===== src/rtl/lsu_lane_align.sv =====
module lsu_lane_align #(
  parameter int ADDR_W = 32
) (
  input  logic              acc_en,
  input  logic              acc_store,
  input  logic [1:0]        acc_size,
  input  logic              acc_unsigned,
  input  logic [ADDR_W-1:0] addr,
  input  logic [31:0]       reg_wdata,
  input  logic [31:0]       mem_rdata,
  input  logic              lui_en,
  input  logic [15:0]       lui_imm,
  output logic [ADDR_W-3:0] mem_word_addr,
  output logic [3:0]        mem_be,
  output logic [31:0]       mem_wdata,
  output logic [31:0]       rf_wdata,
  output logic              rf_we,
  output logic              misalign
);
  logic [1:0]  off;
  logic [4:0]  bit_off;
  logic        is_byte, is_half;
  logic [3:0]  size_mask;
  logic [31:0] src_item;
  logic [31:0] lane_word;
  logic [31:0] load_val;

  assign off     = addr[1:0];
  assign bit_off = {off, 3'b000};
  assign is_byte = (acc_size == 2'd0);
  assign is_half = (acc_size == 2'd1);

  assign misalign = acc_en & ((is_half & off[0]) | (!is_byte & !is_half & (off != 2'd0)));
  assign mem_word_addr = addr[ADDR_W-1:2];

  always_comb begin
    if (is_byte)      size_mask = 4'b0001;
    else if (is_half) size_mask = 4'b0011;
    else              size_mask = 4'b1111;
  end

  always_comb begin
    if (is_byte)      src_item = {24'h0, reg_wdata[7:0]};
    else if (is_half) src_item = {16'h0, reg_wdata[15:0]};
    else              src_item = reg_wdata;
  end

  assign mem_be    = (acc_en & acc_store & !misalign) ? (size_mask << off) : 4'b0000;
  assign mem_wdata = src_item << bit_off;

  assign lane_word = mem_rdata >> bit_off;

  always_comb begin
    if (is_byte)
      load_val = {{24{lane_word[7] & !acc_unsigned}}, lane_word[7:0]};
    else if (is_half)
      load_val = {{16{lane_word[15] & !acc_unsigned}}, lane_word[15:0]};
    else
      load_val = mem_rdata;
  end

  assign rf_wdata = lui_en ? {lui_imm, 16'h0000} : load_val;
  assign rf_we    = lui_en | (acc_en & !acc_store & !misalign);
endmodule


===== config.mk =====
export PLATFORM = sky130hd
export DESIGN_NAME = lsu_lane_align
export DESIGN_NICKNAME = d
export VERILOG_FILES = /design/src/rtl/lsu_lane_align.sv
export SDC_FILE = /design/constraint.sdc
export NUM_CORES = 1
export LEC_CHECK = 0
export BUFFER_PORTS_ARGS = -buffer_cell sky130_fd_sc_hd__buf_2
export CAP_MARGIN = 25
export CORE_AREA = 2 2 85 87
export DETAILED_ROUTE_END_ITERATION = 6
export DIE_AREA = 0 0 87 89
export PLACE_DENSITY_LB_ADDON = 0.2
export SYNTH_ARGS = -nofsm -noshare
export SYNTH_HDL_FRONTEND = slang
export SYNTH_SLANG_ARGS = --single-unit

===== constraint.sdc =====
create_clock -name vclk -period 2.15
set_input_delay 0.43 -clock vclk [all_inputs]
set_output_delay 0.43 -clock vclk [all_outputs]
set_load 0.1 [all_outputs]

==> flow_summary.ini <==
[outcome]
status = finished, violations left
violations = negative setup slack

[detailed_routing]
via_count = 2665
viasPerCell = 5.309
ant_nets = 0
routed_wl_um = 8523
drtIter0Drc = 44
wl_per_cell_um = 16.98
drcViolationCount = 0
drt-pass1-iter-count = 4

[power]
peakVddDrop_mv = 0.2554
total_power_mw = 1.838
power_frac_seq_pct = 0
switching_share_pct = 61.29
power.density_nw_per_um2 = 400.5
p_int_mw = 0.7117
cellLeakagePower_nw = 1.927
comb_power_share_pct = 100.0
switching_power_mw = 1.127
pwr-share-clk_pct = 0

[logic_synthesis]
synth_top_area_cell = buf_4
synth_top_area_share_pct = 13.65
synth_nets = 380
synth.distinct_cells = 43
ys_top_cells_by_count = nor2_1 (33), buf_4 (30), a21oi_1 (20)
synth_area_leaders = buf_4 (14%), a221o_1 (7.9%), nor2_1 (7.5%)
synth.cell_area_sq_um = 1650
ys_warn_count = 0
syn_inst = 262
yosysMostFrequentCell = nor2_1
avgSynthCellArea_sq_um = 6.299
seq_area_frac_synth_pct = 0

[layout]
fill_cells = 495
seq_area_sq_um = 0
num-clock-buffers = 0
antennaDiodeCount = 0
utilization_pct = 68.32
nets = 542
area_growth_pct = 178.2
drive_gt1_share_pct = 72.51
multiInputGateArea_sq_um = 2044
design_area_sq_um = 4591
seq_cells = 0
layout.cells.non_filler = 502

[timing]
worstMarginPinSlew_ns = 0.3686
post-route-period-util_pct = 109.2
layout_setup_ws_ns = -0.1981
rsz0062_at_grt = true
timing.slew.headroom_pct = 75.37
hold_viol = 0
min_period_ns = 2.348
slew_viol_final = 0
fin_setup_tns_ns = -3.751
hold_ws_ns = 0.8600
setup_viol = 24
max_freq_mhz = 425.9

[clocking]
hold_buffers = 0

[die]
die_w_um = 87
coreArea_sq_um = 6719
io_pins = 218
fp-row-count = 30
die_height_um = 89
initial_core_util_pct = 24.56
dieArea_sq_um = 7743

[global_route]
overflow = 0
track_usage_pct = 20.67
antenna_found_initial = 0
grt_pass1_wl_um = 13160
grt_max_degree = 39
grt_pass1_vias = 2797

[setup_path]
crit_fanout = 16
worst_setup_path_end_kind = primary output
path_cells = clkbuf_4 > mux2_2 > a21oi_4 > a2111oi_4 > buf_12 > a221o_4 > buf_12
path_class = primary input to primary output
crit_start = addr[1]
worstPathArrival_ns = 1.92
slowest_delay_ns = 0.37
crit_buf_inv = 3
cp-start-kind = primary input
worstPathRequired_ns = 1.72
timing.critical_path.mode_cell = buf_12
slowest_stage = mux2_2
critPathTopFamily = compound AO/OA/AOI/OAI gates

[placement]
numPortBuffers = 158
place_area_sq_um = 4422
place_inst = 500
dp_hpwl_um = 7211
gp_congestion = 0.8291
post-place-ws_ns = -0.2355

[worst_hold_path]
hold_path_class = primary input to primary output
hold_start = addr[22]

[flow_run]
maxCapViolCount = 0
## cell families after synthesis
family                 synth area share [%]
buffers and inverters                 22.21
AND/OR/NAND/NOR                       25.10
multiplexers                          10.23
AO/OA/AOI/OAI                         42.46
## path summary, 6_finish.rpt
kind,slack [ns],endpoint,cells after the start
worst max-delay path,-0.20,rf_wdata[22],7
worst min-delay path,0.86,mem_word_addr[20],0
## cell type report
class                           count  share of cell area [%]
Inverter                            8                  0.6541
Multi-Input combinational cell    198                   44.54
Timing Repair Buffer              216                   52.63
Tap cell                           80                   2.180
## metal layers
layer / vias up / global-route usage (%) / wire length, um
met5: - / 0 / 0
met4: 0 / 1.563 / 46
li1: 1278 / - / -
met3: 6 / 3.509 / 701
met2: 134 / 42.33 / 4590
met1: 1247 / 22.88 / 3185
## power groups by stage
stage | Combinational, mW | Clock (mW) | Sequential [mW]
final | 1.84 | 0 | 0
after global routing | 1.90 | 0 | 0
after CTS | 1.83 | 0 | 0
after detailed placement | 1.81 | 0 | 0
after global placement | 1.79 | 0 | 0
after floorplan | 1.42 | 0 | 0
## cell usage in the layout, fill, tap and decap left out, types with 2 or more instances in the layout
cell	count
buf_2	84
nand3b_1	2
a21oi_2	5
inv_1	6
o22ai_4	16
a31oi_1	3
nor2_4	10
nor3_1	3
buf_6	7
nor2b_1	2
a21oi_1	13
a22oi_1	11
and3_1	2
mux2i_1	9
nor2_1	23
mux2_1	4
buf_4	45
o21ai_1	4
and2_2	8
o21ai_0	8
buf_12	74
a211o_4	3
nor3_4	4
a221o_4	13
o221a_2	4
buf_8	2
clkbuf_4	2
a21oi_4	3
a31oi_4	6
nand2b_1	4
nor3b_1	3
nand2_1	15
## timing repair
item	CTS	global route
gates resized for setup	19	13
cloned	0	1
pin swaps	2	5
setup endpoints to repair	62	51
buffers inserted	1	0
Note: power is estimated with default switching activity, not from simulation.
